**src/rtl/pwr_seq_pkg.sv**
```systemverilog
package pwr_seq_pkg;
  localparam logic [1:0] TSRC_PIN0 = 2'd0;
  localparam logic [1:0] TSRC_PIN1 = 2'd1;
  localparam logic [1:0] SSRC_SW   = 2'd3;
  localparam logic [1:0] OFF_SLEEP = 2'd1;
  localparam logic [1:0] OFF_LOWPW = 2'd2;

  typedef struct packed {
    logic [1:0] off_mode;
    logic [2:0] per_shut;
    logic [2:0] per_susp;
    logic [1:0] src;
  } mcfg_t;

  typedef struct packed {
    logic [2:0] dn_slot;
    logic [2:0] up_slot;
    logic       sw_en;
    logic [1:0] src;
  } scfg_t;
endpackage

```
**src/rtl/pwr_seq_timer.sv**
```systemverilog
module pwr_seq_timer #(
  parameter int BASE_CYCLES = 2000
) (
  input  logic       clk_i,
  input  logic       rst_ni,
  input  logic       trig_i,
  input  logic [2:0] per_code_i,
  output logic       evt_o,
  output logic       dir_o,
  output logic [2:0] slot_o
);
  localparam int CW = $clog2(BASE_CYCLES * 128 + 1);

  logic          trig_q, run_q, dir_q, evt_q;
  logic [2:0]    slot_q;
  logic [CW-1:0] cnt_q, last_w;
  logic          edge_w;

  assign edge_w = trig_i ^ trig_q;
  assign last_w = (CW'(BASE_CYCLES) << per_code_i) - CW'(1);

  always_ff @(posedge clk_i or negedge rst_ni) begin
    if (!rst_ni) begin
      trig_q <= 1'b0;
      run_q  <= 1'b0;
      dir_q  <= 1'b0;
      evt_q  <= 1'b0;
      slot_q <= '0;
      cnt_q  <= '0;
    end else begin
      trig_q <= trig_i;
      evt_q  <= 1'b0;
      if (edge_w) begin
        dir_q  <= trig_i;
        run_q  <= 1'b1;
        slot_q <= '0;
        cnt_q  <= '0;
        evt_q  <= 1'b1;
      end else if (run_q) begin
        if (cnt_q >= last_w) begin
          cnt_q <= '0;
          if (slot_q == 3'd7) begin
            run_q <= 1'b0;
          end else begin
            slot_q <= slot_q + 3'd1;
            evt_q  <= 1'b1;
          end
        end else begin
          cnt_q <= cnt_q + CW'(1);
        end
      end
    end
  end

  assign evt_o  = evt_q;
  assign dir_o  = dir_q;
  assign slot_o = slot_q;

  AST_EDGE_SLOT0: assert property (@(posedge clk_i) disable iff (!rst_ni)
    edge_w |=> (evt_o && slot_o == 3'd0 && dir_o == $past(trig_i)));
  AST_EVT_SPACED: assert property (@(posedge clk_i) disable iff (!rst_ni)
    (evt_o && !edge_w) |=> !evt_o);
  AST_DIR_HOLD: assert property (@(posedge clk_i) disable iff (!rst_ni)
    !edge_w |=> $stable(dir_o));
endmodule

```
**src/rtl/pwr_seq_slave.sv**
```systemverilog
module pwr_seq_slave
  import pwr_seq_pkg::*;
#(
  parameter int NM     = 3,
  parameter bit IS_REG = 1'b1
) (
  input  logic                 clk_i,
  input  logic                 rst_ni,
  input  scfg_t                cfg_i,
  input  logic [NM-1:0]        evt_i,
  input  logic [NM-1:0]        dir_i,
  input  logic [NM-1:0][2:0]   slot_i,
  input  logic [NM-1:0][1:0]   mode_i,
  output logic                 en_o,
  output logic                 lpm_o
);
  logic       hit, dir_w;
  logic [2:0] slot_w;
  logic [1:0] mode_w;
  logic       en_q, lpm_q;

  always_comb begin
    hit    = 1'b0;
    dir_w  = 1'b0;
    slot_w = '0;
    mode_w = '0;
    for (int k = 0; k < NM; k++) begin
      if (cfg_i.src == 2'(k)) begin
        hit    = evt_i[k];
        dir_w  = dir_i[k];
        slot_w = slot_i[k];
        mode_w = mode_i[k];
      end
    end
  end

  always_ff @(posedge clk_i or negedge rst_ni) begin
    if (!rst_ni) begin
      en_q  <= 1'b0;
      lpm_q <= 1'b0;
    end else if (cfg_i.src == SSRC_SW) begin
      en_q  <= cfg_i.sw_en;
      lpm_q <= 1'b0;
    end else if (hit) begin
      if (dir_w) begin
        if (slot_w == cfg_i.up_slot) begin
          en_q  <= 1'b1;
          lpm_q <= 1'b0;
        end
      end else if (slot_w == cfg_i.dn_slot) begin
        case (mode_w)
          OFF_SLEEP: begin
            en_q  <= 1'b0;
            lpm_q <= 1'b0;
          end
          OFF_LOWPW: begin
            if (IS_REG) begin
              lpm_q <= 1'b1;
            end else begin
              en_q  <= 1'b0;
              lpm_q <= 1'b0;
            end
          end
          default: ;
        endcase
      end
    end
  end

  assign en_o  = en_q;
  assign lpm_o = lpm_q;

  AST_SW_FOLLOW: assert property (@(posedge clk_i) disable iff (!rst_ni)
    (cfg_i.src == SSRC_SW) |=> (en_o == $past(cfg_i.sw_en) && !lpm_o));
  AST_QUIET_HOLD: assert property (@(posedge clk_i) disable iff (!rst_ni)
    (cfg_i.src != SSRC_SW && !hit) |=> ($stable(en_o) && $stable(lpm_o)));
  AST_UP_CLEARS_LPM: assert property (@(posedge clk_i) disable iff (!rst_ni)
    (cfg_i.src != SSRC_SW && hit && dir_w && slot_w == cfg_i.up_slot) |=> (en_o && !lpm_o));
endmodule

```
**src/rtl/pwr_seq.sv**
```systemverilog
module pwr_seq
  import pwr_seq_pkg::*;
#(
  parameter int CLK_KHZ  = 50000,
  parameter int BASE_US  = 40,
  parameter int N_MASTER = 3,
  parameter int N_REG    = 4,
  parameter int N_GPIO   = 3
) (
  input  logic                          clk_i,
  input  logic                          rst_ni,
  input  logic [1:0]                    hw_en_i,
  input  logic                          sys_state_i,
  input  logic                          cfg_we_i,
  input  logic [4:0]                    cfg_addr_i,
  input  logic [15:0]                   cfg_wdata_i,
  output logic [N_REG+N_GPIO:0]         rail_en_o,
  output logic [N_REG+N_GPIO:0]         rail_lpm_o
);
  localparam int NS          = N_REG + N_GPIO + 1;
  localparam int BASE_CYCLES = CLK_KHZ * BASE_US / 1000;
  localparam int MW          = $bits(mcfg_t);
  localparam int SW          = $bits(scfg_t);
  localparam logic [4:0] TRIG_ADDR  = 5'd4;
  localparam logic [4:0] SLAVE_BASE = 5'd16;

  mcfg_t [N_MASTER-1:0]       mcfg_q;
  scfg_t [NS-1:0]             scfg_q;
  logic  [N_MASTER-1:0]       sw_trig_q;
  logic  [N_MASTER-1:0]       trig_w, evt_w, dir_w;
  logic  [N_MASTER-1:0][2:0]  slot_w, per_w;
  logic  [N_MASTER-1:0][1:0]  mode_w;

  always_ff @(posedge clk_i or negedge rst_ni) begin
    if (!rst_ni) begin
      mcfg_q    <= '0;
      scfg_q    <= '0;
      sw_trig_q <= '0;
    end else if (cfg_we_i) begin
      for (int m = 0; m < N_MASTER; m++)
        if (cfg_addr_i == 5'(m)) mcfg_q[m] <= mcfg_t'(cfg_wdata_i[MW-1:0]);
      if (cfg_addr_i == TRIG_ADDR) sw_trig_q <= cfg_wdata_i[N_MASTER-1:0];
      for (int s = 0; s < NS; s++)
        if (cfg_addr_i == SLAVE_BASE + 5'(s)) scfg_q[s] <= scfg_t'(cfg_wdata_i[SW-1:0]);
    end
  end

  for (genvar m = 0; m < N_MASTER; m++) begin : g_tmr
    always_comb begin
      case (mcfg_q[m].src)
        TSRC_PIN0: trig_w[m] = hw_en_i[0];
        TSRC_PIN1: trig_w[m] = hw_en_i[1];
        default:   trig_w[m] = sw_trig_q[m];
      endcase
    end
    assign per_w[m]  = sys_state_i ? mcfg_q[m].per_shut : mcfg_q[m].per_susp;
    assign mode_w[m] = mcfg_q[m].off_mode;

    pwr_seq_timer #(.BASE_CYCLES(BASE_CYCLES)) u_timer (
      .clk_i      (clk_i),
      .rst_ni     (rst_ni),
      .trig_i     (trig_w[m]),
      .per_code_i (per_w[m]),
      .evt_o      (evt_w[m]),
      .dir_o      (dir_w[m]),
      .slot_o     (slot_w[m])
    );
  end

  for (genvar s = 0; s < NS; s++) begin : g_slv
    pwr_seq_slave #(.NM(N_MASTER), .IS_REG(s < N_REG)) u_slave (
      .clk_i  (clk_i),
      .rst_ni (rst_ni),
      .cfg_i  (scfg_q[s]),
      .evt_i  (evt_w),
      .dir_i  (dir_w),
      .slot_i (slot_w),
      .mode_i (mode_w),
      .en_o   (rail_en_o[s]),
      .lpm_o  (rail_lpm_o[s])
    );
  end

  AST_RESET_QUIET: assert property (@(posedge clk_i) disable iff (!rst_ni)
    $rose(rst_ni) |-> (rail_en_o == '0 && rail_lpm_o == '0));
endmodule

```
**config.mk**
```make
export PLATFORM = sky130hd
export DESIGN_NAME = pwr_seq
export DESIGN_NICKNAME = d
export VERILOG_FILES = /design/src/rtl/pwr_seq_pkg.sv /design/src/rtl/pwr_seq_timer.sv /design/src/rtl/pwr_seq_slave.sv /design/src/rtl/pwr_seq.sv
export SDC_FILE = /design/constraint.sdc
export NUM_CORES = 1
export LEC_CHECK = 0
export ABC_AREA = 1
export BUFFER_PORTS_ARGS = -buffer_cell sky130_fd_sc_hd__buf_2
export CAP_MARGIN = 15
export CORE_MARGIN = 2
export CORE_UTILIZATION = 36
export CTS_CLUSTER_SIZE = 28
export DETAILED_ROUTE_END_ITERATION = 10
export PLACE_DENSITY_LB_ADDON = 0.3
export SLEW_MARGIN = 20
export SYNTH_ARGS = -nofsm -noshare
export SYNTH_HDL_FRONTEND = slang
export SYNTH_SLANG_ARGS = --single-unit
```
**constraint.sdc**
```tcl
create_clock -name clk_i -period 3 [get_ports clk_i]
set_input_delay 0.45 -clock clk_i [delete_from_list [all_inputs] [get_ports clk_i]]
set_output_delay 0.45 -clock clk_i [all_outputs]
set_load 0.01 [all_outputs]
```
==> metrics.txt, run 1 <==
# TYPE chip_impl_metric gauge
chip_impl_metric{name="post_synthesis_instance_area",unit="um^2"} 13000
chip_impl_metric{name="max_freq",unit="MHz"} 367
chip_impl_info{name="ctsRootBufferMaster",value="sky130_fd_sc_hd__clkbuf_16"} 1
chip_impl_metric{name="drt-vias-per-instance",unit=""} 5.06
chip_impl_metric{name="detailedPlacementHpwl",unit="mm"} 25.4
chip_impl_metric{name="avg_synthesized_cell_area",unit="um^2"} 6.90
chip_impl_metric{name="ys_seq_elements",unit=""} 192
chip_impl_metric{name="synth_sequential_area_ratio",unit=""} 0.369
chip_impl_metric{name="drt_pre_antenna_iters",unit=""} 5
chip_impl_info{name="class_of_the_tightest_hold_or_removal_check",value="input pin to async pin"} 1
chip_impl_metric{name="synthMuxAreaShare",unit=""} 0.000769
chip_impl_metric{name="cts.sinks",unit=""} 192
chip_impl_metric{name="clockBufferDepth",unit=""} 2
chip_impl_metric{name="yosys_warnings",unit=""} 0
chip_impl_metric{name="io_buffer_count",unit=""} 32
chip_impl_metric{name="place.gp.congestion",unit=""} 0.892
chip_impl_metric{name="areaGrowthSynthToFinish",unit="%"} 10.7
chip_impl_metric{name="period_minus_slack",unit="ps"} 2720
chip_impl_metric{name="antenna_violating_nets_post_route",unit=""} 0
chip_impl_info{name="outcome",value="finished, final reports clean"} 1
chip_impl_info{name="regToRegStartpoint",value="mcfg_q[5]"} 1
chip_impl_metric{name="timing.hold.ws",unit="ps"} 81.0
chip_impl_metric{name="sequential_cell_area",unit="um^2"} 4800
chip_impl_metric{name="post_route_cells_drive_above_1_share",unit=""} 0.0932
chip_impl_metric{name="timing.final.crit_share",unit=""} 0.908
chip_impl_metric{name="antenna_diode_count",unit=""} 0
chip_impl_metric{name="vias",unit=""} 12100
chip_impl_metric{name="cts.reportedPaths.clkPinSlew",unit="ps"} 90
chip_impl_metric{name="hold_violations",unit=""} 0
chip_impl_metric{name="finalSetupViolCount",unit=""} 0
chip_impl_metric{name="synth_adder_area_share",unit=""} 0.0596
chip_impl_metric{name="drc",unit=""} 0
chip_impl_metric{name="worst_slew_margin_rel",unit=""} 0.399
chip_impl_metric{name="fin_util",unit=""} 0.405
chip_impl_metric{name="h-tree-depth",unit=""} 4
chip_impl_metric{name="worstPathMaxFanout",unit=""} 6
chip_impl_info{name="setup.worst_path.class",value="flop to flop"} 1
chip_impl_metric{name="vdd.ir_drop.worst",unit="V"} 0.000511
chip_impl_metric{name="timing.reg2reg.worst_path_depth",unit=""} 21
chip_impl_info{name="synth_top_family_by_area",value="simple AND/OR/NAND/NOR gates"} 1
chip_impl_metric{name="postSynthCellCount",unit=""} 1887
chip_impl_metric{name="die_area",unit="um^2"} 37700
chip_impl_metric{name="floorplan.initialDensity",unit=""} 0.366
chip_impl_metric{name="global_route.overflow_total",unit=""} 0
chip_impl_metric{name="grt_util_all_layers",unit=""} 0.195
chip_impl_metric{name="leakage_power_figure",unit="nW"} 7.30
chip_impl_metric{name="tightest_slew",unit="ps"} 901
chip_impl_metric{name="total_power",unit="mW"} 9.49
chip_impl_metric{name="grt_max_degree",unit=""} 97
chip_impl_metric{name="floorplan.io_pins",unit=""} 43
chip_impl_metric{name="grt_antenna_before_repair",unit=""} 1
chip_impl_metric{name="insertion_delay_to_the_later_sink_of_the_worst_skew_pair",unit="ps"} 450
chip_impl_metric{name="synth_xor_xnor_area_share",unit=""} 0.0229
chip_impl_metric{name="preCtsSetupSlack",unit="ps"} -211
chip_impl_metric{name="critPathArrivalTime",unit="ps"} 3070
chip_impl_metric{name="final_count_of_pins_violating_max_slew",unit=""} 0
chip_impl_metric{name="synth_compound_gate_area_share",unit=""} 0.113
chip_impl_metric{name="dpl.cell_count",unit=""} 2357
chip_impl_info{name="reg2reg_to",value="g_tmr[0].u_timer.cnt_q[11]"} 1
chip_impl_metric{name="fin_worst_skew",unit="ps"} 13.6
chip_impl_metric{name="fin_nets",unit=""} 2007
chip_impl_metric{name="power_per_cell_area",unit="nW/um^2"} 658
chip_impl_metric{name="instances_no_fill",unit=""} 2392
chip_impl_info{name="end_kind",value="flop"} 1
chip_impl_metric{name="grt_first_pass_wirelength",unit="mm"} 59.1
chip_impl_info{name="worst_setup_path_start_kind",value="flop"} 1
chip_impl_metric{name="reg2reg_slack",unit="ps"} 280
chip_impl_metric{name="multiInputGateArea",unit="um^2"} 7030
chip_impl_metric{name="synthDistinctLibCells",unit=""} 43
chip_impl_info{name="tritoncts",value="built"} 1
chip_impl_metric{name="cts-buffers-inserted",unit=""} 17
chip_impl_metric{name="fp.dieW",unit="um"} 194
chip_impl_metric{name="post_drt_wl_per_cell",unit="um"} 15.1
chip_impl_metric{name="grt_pass1_vias",unit=""} 11500
chip_impl_metric{name="rows",unit=""} 69
chip_impl_metric{name="die_height",unit="um"} 194
chip_impl_info{name="rsz0062_at_grt",value="yes"} 1
chip_impl_metric{name="drt-total-wl",unit="mm"} 36.0
chip_impl_metric{name="fill_cell_instance_count_of_the_final_layout",unit=""} 3686
chip_impl_metric{name="yosys.area_share.simple",unit=""} 0.340
chip_impl_metric{name="crit_required",unit="ps"} 3340
chip_impl_metric{name="fp.coreArea",unit="um^2"} 35600
chip_impl_metric{name="number_of_violations_of_the_max_capacitance_limit",unit=""} 0
chip_impl_metric{name="detailedRoute.firstIterationViolations",unit=""} 941
chip_impl_metric{name="post-route-worst-setup-slack",unit="ps"} 277
## per-layer routing
layer,routed length (um),vias to the layer above,GRT usage,share of wire
met4,819,0,0.0589,0.023
met5,0,-,0,0
met2,16700,327,0.325,0.46
li1,-,6142,-,-
met3,1870,57,0.0317,0.052
met1,16600,5583,0.259,0.46
## placed cells by master (no fill, tap or decap), types with 12 or more instances in the layout
cell and instances:
sky130_fd_sc_hd__buf_2 31, sky130_fd_sc_hd__nand3_1 138, sky130_fd_sc_hd__buf_4 38, sky130_fd_sc_hd__xor2_1 27, sky130_fd_sc_hd__clkbuf_16 17, sky130_fd_sc_hd__dfrtp_1 192
sky130_fd_sc_hd__nand2_2 12, sky130_fd_sc_hd__o21ai_0 166, sky130_fd_sc_hd__nor2_1 180, sky130_fd_sc_hd__ha_1 62, sky130_fd_sc_hd__a21oi_1 43, sky130_fd_sc_hd__inv_2 13
sky130_fd_sc_hd__inv_1 207, sky130_fd_sc_hd__nand4_1 57, sky130_fd_sc_hd__nor2_2 18, sky130_fd_sc_hd__nand2_1 585, sky130_fd_sc_hd__nor3_1 20
## cell type report
type                            instances  area share
Multi-Input combinational cell       1406       0.488
Tap cell                              461      0.0400
Clock buffer                           18      0.0305
Timing Repair Buffer                   75      0.0372
Inverter                              226      0.0589
Sequential cell                       192       0.333
Clock inverter                         14      0.0122
## worst max-delay path, cell delays in order (launching register included)
cell and delay (ps):
sky130_fd_sc_hd__dfrtp_1 390, sky130_fd_sc_hd__inv_1 60, sky130_fd_sc_hd__nand2_1 50, sky130_fd_sc_hd__o21ai_2 80
sky130_fd_sc_hd__inv_1 80, sky130_fd_sc_hd__nor2_2 120, sky130_fd_sc_hd__inv_2 70, sky130_fd_sc_hd__nor2_4 90
sky130_fd_sc_hd__inv_1 60, sky130_fd_sc_hd__ha_1 200, sky130_fd_sc_hd__xnor2_1 140, sky130_fd_sc_hd__ha_1 280
sky130_fd_sc_hd__nand2_1 60, sky130_fd_sc_hd__nor2_2 110, sky130_fd_sc_hd__nand4_1 110, sky130_fd_sc_hd__nand3_1 90
sky130_fd_sc_hd__nand2_1 60, sky130_fd_sc_hd__nand2_2 90, sky130_fd_sc_hd__nor2_1 70, sky130_fd_sc_hd__nor2_2 200
sky130_fd_sc_hd__buf_6 160, sky130_fd_sc_hd__nor2_1 50
## synth_stat cells, drive strengths merged
library cell  instances  area share
a211oi                4      0.0023
a21o                  2      0.0012
a21oi                45       0.018
a31oi                 5      0.0024
buf                  40       0.022
clkbuf               26      0.0075
clkinv                6      0.0017
conb                  1     0.00029
dfrtp               192        0.37
ha                   62       0.060
inv                 220       0.063
mux2i                 1     0.00077
nand2               598        0.18
nand3               142       0.056
nand3b                6      0.0035
nand4                57       0.027
nor2                207       0.067
nor3                 22      0.0092
nor3b                 1     0.00058
o211ai                6      0.0046
o21a                  3      0.0017
o21ai               182       0.071
o21bai               12      0.0072
o221ai                2      0.0013
o22ai                 7      0.0034
or2                   4      0.0019
xnor2                 7      0.0047
xor2                 27       0.018
## stage by stage
stage | TNS [ps] | instance area (um^2)
finish | 0 | 14400
global route | -12.9 | 14400
CTS | 0 | 14400
detailed placement | -6380 | 13700
global placement | -1500 | 13700
floorplan | 0 | 13000
## logic make-up (layout without fill, tap and decap cells)
family          Yosys count  in the layout
flops                   192            192
other cells               1              4
fa+ha+maj                62             62
compound gates          268            268
mux                       1              1
xor+xnor                 34             34
simple gates           1037           1037
buf+inv                 292            333
## timing repair
| item | in CTS | in global routing |
|---|---|---|
| hold buffers | 0 | 0 |
| resized for setup | 0 | 21 |
| endpoints found under the setup margin | 0 | 53 |
| setup buffers | 0 | 2 |
## worst max-delay path by stage
stage                startpoint                          to  slack, ps  cells after the start
global route          mcfg_q[5]  g_tmr[0].u_timer.cnt_q[11]         -9                     21
floorplan           sys_state_i  g_tmr[1].u_timer.cnt_q[16]          7                     19
detailed placement  sys_state_i  g_tmr[1].u_timer.slot_o[1]       -210                     18
global placement    sys_state_i  g_tmr[1].u_timer.slot_o[2]       -100                     18
CTS                  mcfg_q[13]  g_tmr[1].u_timer.slot_o[0]        100                     18
finish                mcfg_q[5]  g_tmr[0].u_timer.cnt_q[11]        280                     21
## sequential cells by signal (all words and copies together) (netlist names)
name,flops
g_slv.u_slave.en_o,8
g_slv.u_slave.lpm_o,4
g_tmr.u_timer.cnt_q,54
g_tmr.u_timer.dir_o,3
g_tmr.u_timer.evt_o,3
g_tmr.u_timer.run_q,3
g_tmr.u_timer.slot_o,9
g_tmr.u_timer.trig_q,3
mcfg_q,30
scfg_q,72
sw_trig_q,3
## report_power, final
group / switching (mW) / leakage [nW] / internal, mW
clock network: 1.22 / 0.299 / 1.16
registers: 0.511 / 2.52 / 3.04
logic: 2.31 / 4.49 / 1.25
(Power assumes the default switching activity.)
==> run 2, diff against run 1 <==
Settings changed: CORE_UTILIZATION 36 to 50.
==> run 2 against run 1 <==
  * Register-to-register slack gained 20 ps
  * Power shrank 3.6%
  * Non-clock buffer count shrank 8
  * Combinational power shrank 2%
  * Clock power shrank 11%
  * Maximum frequency grew 0.89%
  * Via count grew 1.7%
  * Critical path depth is the same
  * Global-route usage grew 6.2 points
  * Die area shrank 27%
==> metrics.txt, run 2 (synthesis gave the netlist of run 1 again) <==
# TYPE chip_impl_metric gauge
chip_impl_info{name="outcome",value="finished, final reports clean"} 1
chip_impl_metric{name="cts_repair_resizes",unit=""} 0
chip_impl_metric{name="fill_cell_instance_count_of_the_final_layout",unit=""} 2491
chip_impl_metric{name="drc",unit=""} 0
chip_impl_metric{name="final_cell_area",unit="um^2"} 14100
chip_impl_metric{name="grt_antenna_before_repair",unit=""} 1
chip_impl_info{name="class_of_the_tightest_hold_or_removal_check",value="input pin to async pin"} 1
chip_impl_metric{name="drt-vias-per-instance",unit=""} 5.46
chip_impl_metric{name="worstPathMaxFanout",unit=""} 7
chip_impl_metric{name="cts.sinks",unit=""} 192
chip_impl_metric{name="tightest_slew",unit="ps"} 768
chip_impl_info{name="commonest_cells_after_routing_fill_and_taps_aside",value="sky130_fd_sc_hd__nand2_1, sky130_fd_sc_hd__inv_1, sky130_fd_sc_hd__dfrtp_1, sky130_fd_sc_hd__nor2_1, sky130_fd_sc_hd__o21ai_0"} 1
chip_impl_metric{name="clockBufferDepth",unit=""} 2
chip_impl_metric{name="place.gp.congestion",unit=""} 0.909
chip_impl_metric{name="period_minus_slack",unit="ps"} 2700
chip_impl_metric{name="insertion_delay_to_the_later_sink_of_the_worst_skew_pair",unit="ps"} 440
chip_impl_metric{name="cts-buffers-inserted",unit=""} 17
chip_impl_metric{name="h-tree-depth",unit=""} 4
chip_impl_metric{name="antenna_diode_count",unit=""} 0
chip_impl_metric{name="hold_violations",unit=""} 0
chip_impl_metric{name="total_power",unit="mW"} 9.15
chip_impl_metric{name="finalSetupViolCount",unit=""} 0
chip_impl_metric{name="power_per_cell_area",unit="nW/um^2"} 649
chip_impl_info{name="tritoncts",value="built"} 1
chip_impl_metric{name="number_of_violations_of_the_max_capacitance_limit",unit=""} 0
chip_impl_metric{name="timing.hold.ws",unit="ps"} 3.18
chip_impl_metric{name="power_frac_comb",unit=""} 0.382
chip_impl_metric{name="timing.final.crit_share",unit=""} 0.900
chip_impl_metric{name="grt_max_degree",unit=""} 71
chip_impl_metric{name="cts_setup_buffers",unit=""} 0
chip_impl_metric{name="sequential_cell_area",unit="um^2"} 4800
chip_impl_metric{name="max_freq",unit="MHz"} 371
chip_impl_metric{name="die_area",unit="um^2"} 27300
chip_impl_metric{name="multiInputGateArea",unit="um^2"} 7020
chip_impl_metric{name="floorplan.io_pins",unit=""} 43
chip_impl_metric{name="critPathArrivalTime",unit="ps"} 3000
chip_impl_metric{name="cts.reportedPaths.clkPinSlew",unit="ps"} 70
chip_impl_metric{name="internal_power",unit="mW"} 5.35
chip_impl_metric{name="timing.reg2reg.worst_path_depth",unit=""} 21
chip_impl_metric{name="fin_nets",unit=""} 1999
chip_impl_metric{name="reg2reg_slack",unit="ps"} 300
chip_impl_metric{name="fp.coreArea",unit="um^2"} 25800
chip_impl_metric{name="io_buffer_count",unit=""} 32
chip_impl_info{name="reg2reg_to",value="g_tmr[0].u_timer.slot_o[2]"} 1
chip_impl_info{name="end_kind",value="flop"} 1
chip_impl_metric{name="detailedRoute.firstIterationViolations",unit=""} 1293
chip_impl_metric{name="post_route_cells_drive_above_1_share",unit=""} 0.0874
chip_impl_metric{name="grt_util_all_layers",unit=""} 0.256
chip_impl_info{name="worst_setup_path_start_kind",value="flop"} 1
chip_impl_metric{name="fin_worst_skew",unit="ps"} 12.6
chip_impl_metric{name="drt-total-wl",unit="mm"} 33.9
chip_impl_metric{name="global_route.overflow_total",unit=""} 0
chip_impl_metric{name="grt_first_pass_wirelength",unit="mm"} 55.2
chip_impl_metric{name="largest_reg_flops",unit=""} 72
chip_impl_metric{name="crit_required",unit="ps"} 3300
chip_impl_metric{name="vias",unit=""} 12300
chip_impl_metric{name="power_frac_clock",unit=""} 0.231
chip_impl_metric{name="worst_slew_margin_rel",unit=""} 0.487
chip_impl_info{name="largest_registers_in_the_final_layout",value="scfg_q: 72 flops, g_tmr.u_timer.cnt_q: 54 flops, mcfg_q: 30 flops"} 1
chip_impl_metric{name="die_height",unit="um"} 165
chip_impl_info{name="ctsRootBufferMaster",value="sky130_fd_sc_hd__clkbuf_16"} 1
chip_impl_metric{name="post_drt_wl_per_cell",unit="um"} 15.0
chip_impl_metric{name="sequentialPowerShare",unit=""} 0.387
chip_impl_metric{name="netSwitchingFraction",unit=""} 0.415
chip_impl_metric{name="leakage_power_figure",unit="nW"} 7.21
chip_impl_metric{name="grt_pass1_vias",unit=""} 11200
chip_impl_info{name="register_bank_with_the_most_flops",value="scfg_q"} 1
chip_impl_info{name="regToRegStartpoint",value="mcfg_q[5]"} 1
chip_impl_info{name="setup.worst_path.class",value="flop to flop"} 1
chip_impl_metric{name="antenna_violating_nets_post_route",unit=""} 0
chip_impl_metric{name="detailedPlacementHpwl",unit="mm"} 24.2
chip_impl_metric{name="detailed_place.area",unit="um^2"} 13500
chip_impl_metric{name="rows",unit=""} 59
chip_impl_metric{name="switching_power",unit="mW"} 3.80
chip_impl_metric{name="drt_pre_antenna_iters",unit=""} 6
chip_impl_metric{name="floorplan.initialDensity",unit=""} 0.504
chip_impl_info{name="final_common_cell",value="sky130_fd_sc_hd__nand2_1"} 1
chip_impl_metric{name="fp.dieW",unit="um"} 165
chip_impl_metric{name="cts_hold_buffers",unit=""} 0
chip_impl_metric{name="final_count_of_pins_violating_max_slew",unit=""} 0
chip_impl_metric{name="vdd.ir_drop.worst",unit="V"} 0.000319
chip_impl_metric{name="areaGrowthSynthToFinish",unit="%"} 8.18
## run 2: stage by stage
stage	utilization	setup slack, ps	setup TNS [ps]	instances
after floorplan	-	6.66	0	1890
after global placement	0.524	-152	-2420	2226
after detailed placement	0.524	-218	-3750	2226
after CTS	0.544	115	0	2257
after global routing	0.545	-17.8	-26.0	2257
final	0.545	301	0	2257
## run 2: area by class of cell
type	instances	share of cell area
Clock buffer	19	0.0314
Multi-Input combinational cell	1406	0.499
Inverter	226	0.0602
Sequential cell	192	0.341
Tap cell	335	0.0298
Clock inverter	12	0.00622
Timing Repair Buffer	67	0.0327
## run 2: critical path: stages, from the launching register on
cell                      delay [ps]
sky130_fd_sc_hd__dfrtp_1         380
sky130_fd_sc_hd__inv_1            60
sky130_fd_sc_hd__nand2_1          50
sky130_fd_sc_hd__o21ai_2          90
sky130_fd_sc_hd__inv_1            70
sky130_fd_sc_hd__nor2_1          130
sky130_fd_sc_hd__inv_1            80
sky130_fd_sc_hd__nor2_2          110
sky130_fd_sc_hd__inv_1            60
sky130_fd_sc_hd__ha_1            210
sky130_fd_sc_hd__xnor2_1         130
sky130_fd_sc_hd__ha_1            270
sky130_fd_sc_hd__nand2_1          60
sky130_fd_sc_hd__nor2_2           90
sky130_fd_sc_hd__nand4_1          90
sky130_fd_sc_hd__nand3_1          90
sky130_fd_sc_hd__nand2_1          50
sky130_fd_sc_hd__nand2_1         120
sky130_fd_sc_hd__buf_4           170
sky130_fd_sc_hd__nand2_1          80
sky130_fd_sc_hd__nand2_2         110
sky130_fd_sc_hd__o21ai_0          80
## run 2: power by group through the flow
stage / registers, mW / clock network (mW) / logic, mW
floorplan: 3.36 / 0 / 2.70
global placement: 3.56 / 0 / 3.32
detailed placement: 3.57 / 0 / 3.43
CTS: 3.53 / 2.14 / 3.45
global route: 3.61 / 2.24 / 3.99
finish: 3.54 / 2.11 / 3.49
## run 2: worst max path at each step
stage / start / end / cells past startpoint
2_1_floorplan: sys_state_i / g_tmr[1].u_timer.cnt_q[16] / 19
3_3_place_gp: sys_state_i / g_tmr[0].u_timer.slot_o[0] / 20
3_5_place_dp: sys_state_i / g_tmr[0].u_timer.slot_o[0] / 20
4_1_cts: mcfg_q[2] / g_tmr[0].u_timer.slot_o[0] / 19
5_1_grt: mcfg_q[15] / g_tmr[1].u_timer.cnt_q[3] / 21
6_report: mcfg_q[5] / g_tmr[0].u_timer.slot_o[2] / 21
## run 2: metal layers
layer,share of wire,GRT usage,vias to the layer above
li1,-,-,6128
met1,0.44,0.342,5694
met2,0.47,0.427,403
met3,0.064,0.0387,86
met4,0.031,0.0897,2
met5,0.00056,0,-
==> run 3, diff against run 2 <==
Settings changed: CORE_UTILIZATION 50 to 47.
==> run 3 against run 2 <==
  * Cell area is 0.92% higher
  * Power is 2.0% higher
  * Core utilization is 2.1 points lower
  * Die area is 6.2% higher
  * Maximum frequency is 1.0% higher
  * Clock skew is 2.1 ps higher
  * Non-clock buffer count is 6 higher
  * Hold slack better by 42 ps
  * Critical path type unchanged
  * Highest routed layer is now met4
  * Largest power group unchanged
  * Via count is 0.62% lower
  * Clock-buffer cell count is 2 higher
  * Combinational power hardly changed
  * Sequential share of layout area is 0.31 points lower
==> metrics.txt, run 3 (synthesis gave the netlist of run 1 again) <==
# TYPE chip_impl_metric gauge
chip_impl_info{name="outcome",value="finished, final reports clean"} 1
chip_impl_metric{name="vdd.ir_drop.worst",unit="V"} 0.000480
chip_impl_metric{name="floorplan.initialDensity",unit=""} 0.480
chip_impl_info{name="worst_setup_path_start_kind",value="flop"} 1
chip_impl_metric{name="multiInputGateArea",unit="um^2"} 7020
chip_impl_metric{name="place.gp.congestion",unit=""} 0.905
chip_impl_info{name="setup.worst_path.class",value="flop to flop"} 1
chip_impl_metric{name="finalSetupViolCount",unit=""} 0
chip_impl_metric{name="groute.layer.met1.usage",unit=""} 0.329
chip_impl_info{name="class_of_the_tightest_hold_or_removal_check",value="input pin to async pin"} 1
chip_impl_metric{name="clockBufferDepth",unit=""} 2
chip_impl_metric{name="floorplan.io_pins",unit=""} 43
chip_impl_info{name="critical_path.top_delay_family",value="simple AND/OR/NAND/NOR gates"} 1
chip_impl_metric{name="post-route-worst-setup-slack",unit="ps"} 328
chip_impl_metric{name="number_of_violations_of_the_max_capacitance_limit",unit=""} 0
chip_impl_metric{name="cts_setup_buffers",unit=""} 0
chip_impl_metric{name="fin_nets",unit=""} 2005
chip_impl_metric{name="die_area",unit="um^2"} 29100
chip_impl_metric{name="grt_max_degree",unit=""} 90
chip_impl_info{name="commonest_cells_after_routing_fill_and_taps_aside",value="sky130_fd_sc_hd__nand2_1, sky130_fd_sc_hd__inv_1, sky130_fd_sc_hd__dfrtp_1, sky130_fd_sc_hd__nor2_1, sky130_fd_sc_hd__o21ai_0"} 1
chip_impl_metric{name="drc",unit=""} 0
chip_impl_metric{name="preCtsSetupSlack",unit="ps"} -97.9
chip_impl_metric{name="die_height",unit="um"} 170
chip_impl_metric{name="cts_hold_buffers",unit=""} 0
chip_impl_info{name="register_bank_with_the_most_flops",value="scfg_q"} 1
chip_impl_metric{name="drt-total-wl",unit="mm"} 34.4
chip_impl_metric{name="rows",unit=""} 60
chip_impl_info{name="timing.critical_path.to",value="g_tmr[0].u_timer.slot_o[2]"} 1
chip_impl_metric{name="crit_cells",unit=""} 21
chip_impl_info{name="end_kind",value="flop"} 1
chip_impl_metric{name="leakage_power_figure",unit="nW"} 7.26
chip_impl_metric{name="largest_reg_flops",unit=""} 72
chip_impl_info{name="ordered_cell_list_for_the_critical_path",value="inv_1, nand2_1, o21ai_1, inv_1, nor2_2, inv_1, nor2_2, inv_1, ha_1, xnor2_1, ha_1, nand2_1, nor2_1, nand4_1, nand3_1, nand2_1, nand2_2, buf_4, nand2_1, nand2_2, o21ai_0"} 1
chip_impl_metric{name="tightest_slew",unit="ps"} 782
chip_impl_info{name="ctsRootBufferMaster",value="sky130_fd_sc_hd__clkbuf_16"} 1
chip_impl_info{name="rsz0062_at_grt",value="no"} 1
chip_impl_metric{name="period_minus_slack",unit="ps"} 2670
chip_impl_metric{name="antenna_diode_count",unit=""} 0
chip_impl_metric{name="reg2reg_slack",unit="ps"} 330
chip_impl_info{name="largest_registers_in_the_final_layout",value="scfg_q: 72 flops, g_tmr.u_timer.cnt_q: 54 flops, mcfg_q: 30 flops"} 1
chip_impl_metric{name="grt_first_pass_wirelength",unit="mm"} 57.0
chip_impl_metric{name="timing.final.crit_share",unit=""} 0.891
chip_impl_metric{name="fp.dieW",unit="um"} 170
chip_impl_metric{name="critPathArrivalTime",unit="ps"} 2970
chip_impl_metric{name="io_buffer_count",unit=""} 32
chip_impl_metric{name="vias",unit=""} 12200
chip_impl_metric{name="gr-usage-met2",unit=""} 0.409
chip_impl_metric{name="cts.reportedPaths.clkPinSlew",unit="ps"} 70
chip_impl_metric{name="power_per_cell_area",unit="nW/um^2"} 656
chip_impl_metric{name="drt_pre_antenna_iters",unit=""} 5
chip_impl_metric{name="groute.layer.met3.usage",unit=""} 0.0481
chip_impl_metric{name="grt_pass1_vias",unit=""} 11500
chip_impl_metric{name="worst_slew_margin_rel",unit=""} 0.478
chip_impl_metric{name="worstPathMaxFanout",unit=""} 7
chip_impl_info{name="globalRoute.busiestLayer",value="met2"} 1
chip_impl_metric{name="critPathBufInv",unit=""} 5
chip_impl_metric{name="h-tree-depth",unit=""} 4
chip_impl_metric{name="grt_antenna_before_repair",unit=""} 0
chip_impl_metric{name="detailedPlacementHpwl",unit="mm"} 24.4
chip_impl_metric{name="max_freq",unit="MHz"} 374
chip_impl_metric{name="antenna_violating_nets_post_route",unit=""} 0
chip_impl_metric{name="post_drt_wl_per_cell",unit="um"} 14.9
chip_impl_metric{name="fill_cell_instance_count_of_the_final_layout",unit=""} 2658
chip_impl_metric{name="fp.coreArea",unit="um^2"} 27100
chip_impl_metric{name="timing.reg2reg.worst_path_depth",unit=""} 21
chip_impl_metric{name="areaGrowthSynthToFinish",unit="%"} 9.18
chip_impl_metric{name="post_route_cells_drive_above_1_share",unit=""} 0.0908
chip_impl_metric{name="cp_slowest_stage_delay",unit="ps"} 390
chip_impl_metric{name="drt-vias-per-instance",unit=""} 5.32
chip_impl_info{name="final_common_cell",value="sky130_fd_sc_hd__nand2_1"} 1
chip_impl_metric{name="fin_worst_skew",unit="ps"} 14.7
chip_impl_info{name="regToRegStartpoint",value="mcfg_q[5]"} 1
chip_impl_metric{name="cts-buffers-inserted",unit=""} 17
chip_impl_metric{name="grt_util_all_layers",unit=""} 0.249
chip_impl_metric{name="timing.hold.ws",unit="ps"} 44.8
chip_impl_metric{name="global_route.overflow_total",unit=""} 0
chip_impl_info{name="reg2reg_to",value="g_tmr[0].u_timer.slot_o[2]"} 1
chip_impl_metric{name="sequential_cell_area",unit="um^2"} 4800
chip_impl_metric{name="cts.sinks",unit=""} 192
chip_impl_info{name="crit_path_top_delay_cell",value="sky130_fd_sc_hd__dfrtp_1"} 1
chip_impl_info{name="tritoncts",value="built"} 1
chip_impl_metric{name="final_count_of_pins_violating_max_slew",unit=""} 0
chip_impl_metric{name="hold_violations",unit=""} 0
chip_impl_info{name="critPathLaunch",value="mcfg_q[5]"} 1
chip_impl_metric{name="detailedRoute.firstIterationViolations",unit=""} 964
chip_impl_metric{name="crit_required",unit="ps"} 3300
chip_impl_metric{name="insertion_delay_to_the_later_sink_of_the_worst_skew_pair",unit="ps"} 450
==> run 3: report_power, final <==
| group | leakage, nW | internal [mW] | total (mW) | switching, mW |
|---|---|---|---|---|
| logic | 4.47 | 1.24 | 3.51 | 2.28 |
| clock network | 0.273 | 1.22 | 2.28 | 1.06 |
| registers | 2.52 | 3.04 | 3.54 | 0.493 |
| total | 7.26 | 5.50 | 9.33 | 3.83 |
==> run 3: routing by layer <==
| metal | share of wire | up-vias |
|---|---|---|
| met2 | 0.46 | 334 |
| li1 | - | 6137 |
| met4 | 0.029 | 0 |
| met5 | 0 | - |
| met1 | 0.45 | 5695 |
| met3 | 0.062 | 71 |
==> run 3: final cells by class <==
cell class | count | share of cell area
Multi-Input combinational cell | 1406 | 0.494
Sequential cell | 192 | 0.338
Inverter | 226 | 0.0597
Timing Repair Buffer | 73 | 0.0353
Clock buffer | 21 | 0.0331
Tap cell | 372 | 0.0327
Clock inverter | 10 | 0.00713
==> run 3: repair_timing <==
| action | 4_1_cts | 5_1_grt |
|---|---|---|
| resized for setup | 0 | 16 |
| setup endpoints to repair | 0 | 46 |
| endpoints found under the hold margin | 0 | 0 |
==> run 3: how the worst min path moves through the flow <==
stage | start | endpoint | slack [ps] | cells after the start
finish | rst_ni | g_tmr[2].u_timer.cnt_q[6] | 40 | 1
global route | rst_ni | g_tmr[2].u_timer.cnt_q[8] | 110 | 1
CTS | rst_ni | g_tmr[2].u_timer.cnt_q[8] | 90 | 1
detailed placement | g_slv[6].u_slave.en_o | g_slv[6].u_slave.en_o | 460 | 2
global placement | g_slv[5].u_slave.en_o | g_slv[5].u_slave.en_o | 450 | 2
floorplan | rst_ni | g_slv[0].u_slave.en_o | 150 | 0
==> run 3: through the flow <==
stage	cell area (um^2)	utilization	power [mW]	setup TNS (ps)	cells
detailed placement	13600	0.503	7.03	-2020	2269
floorplan	13000	-	6.06	0	1890
finish	14200	0.525	9.33	0	2300
global route	14200	0.525	10.1	0	2300
CTS	14200	0.524	9.32	0	2300
global placement	13600	0.503	6.90	-94.7	2269
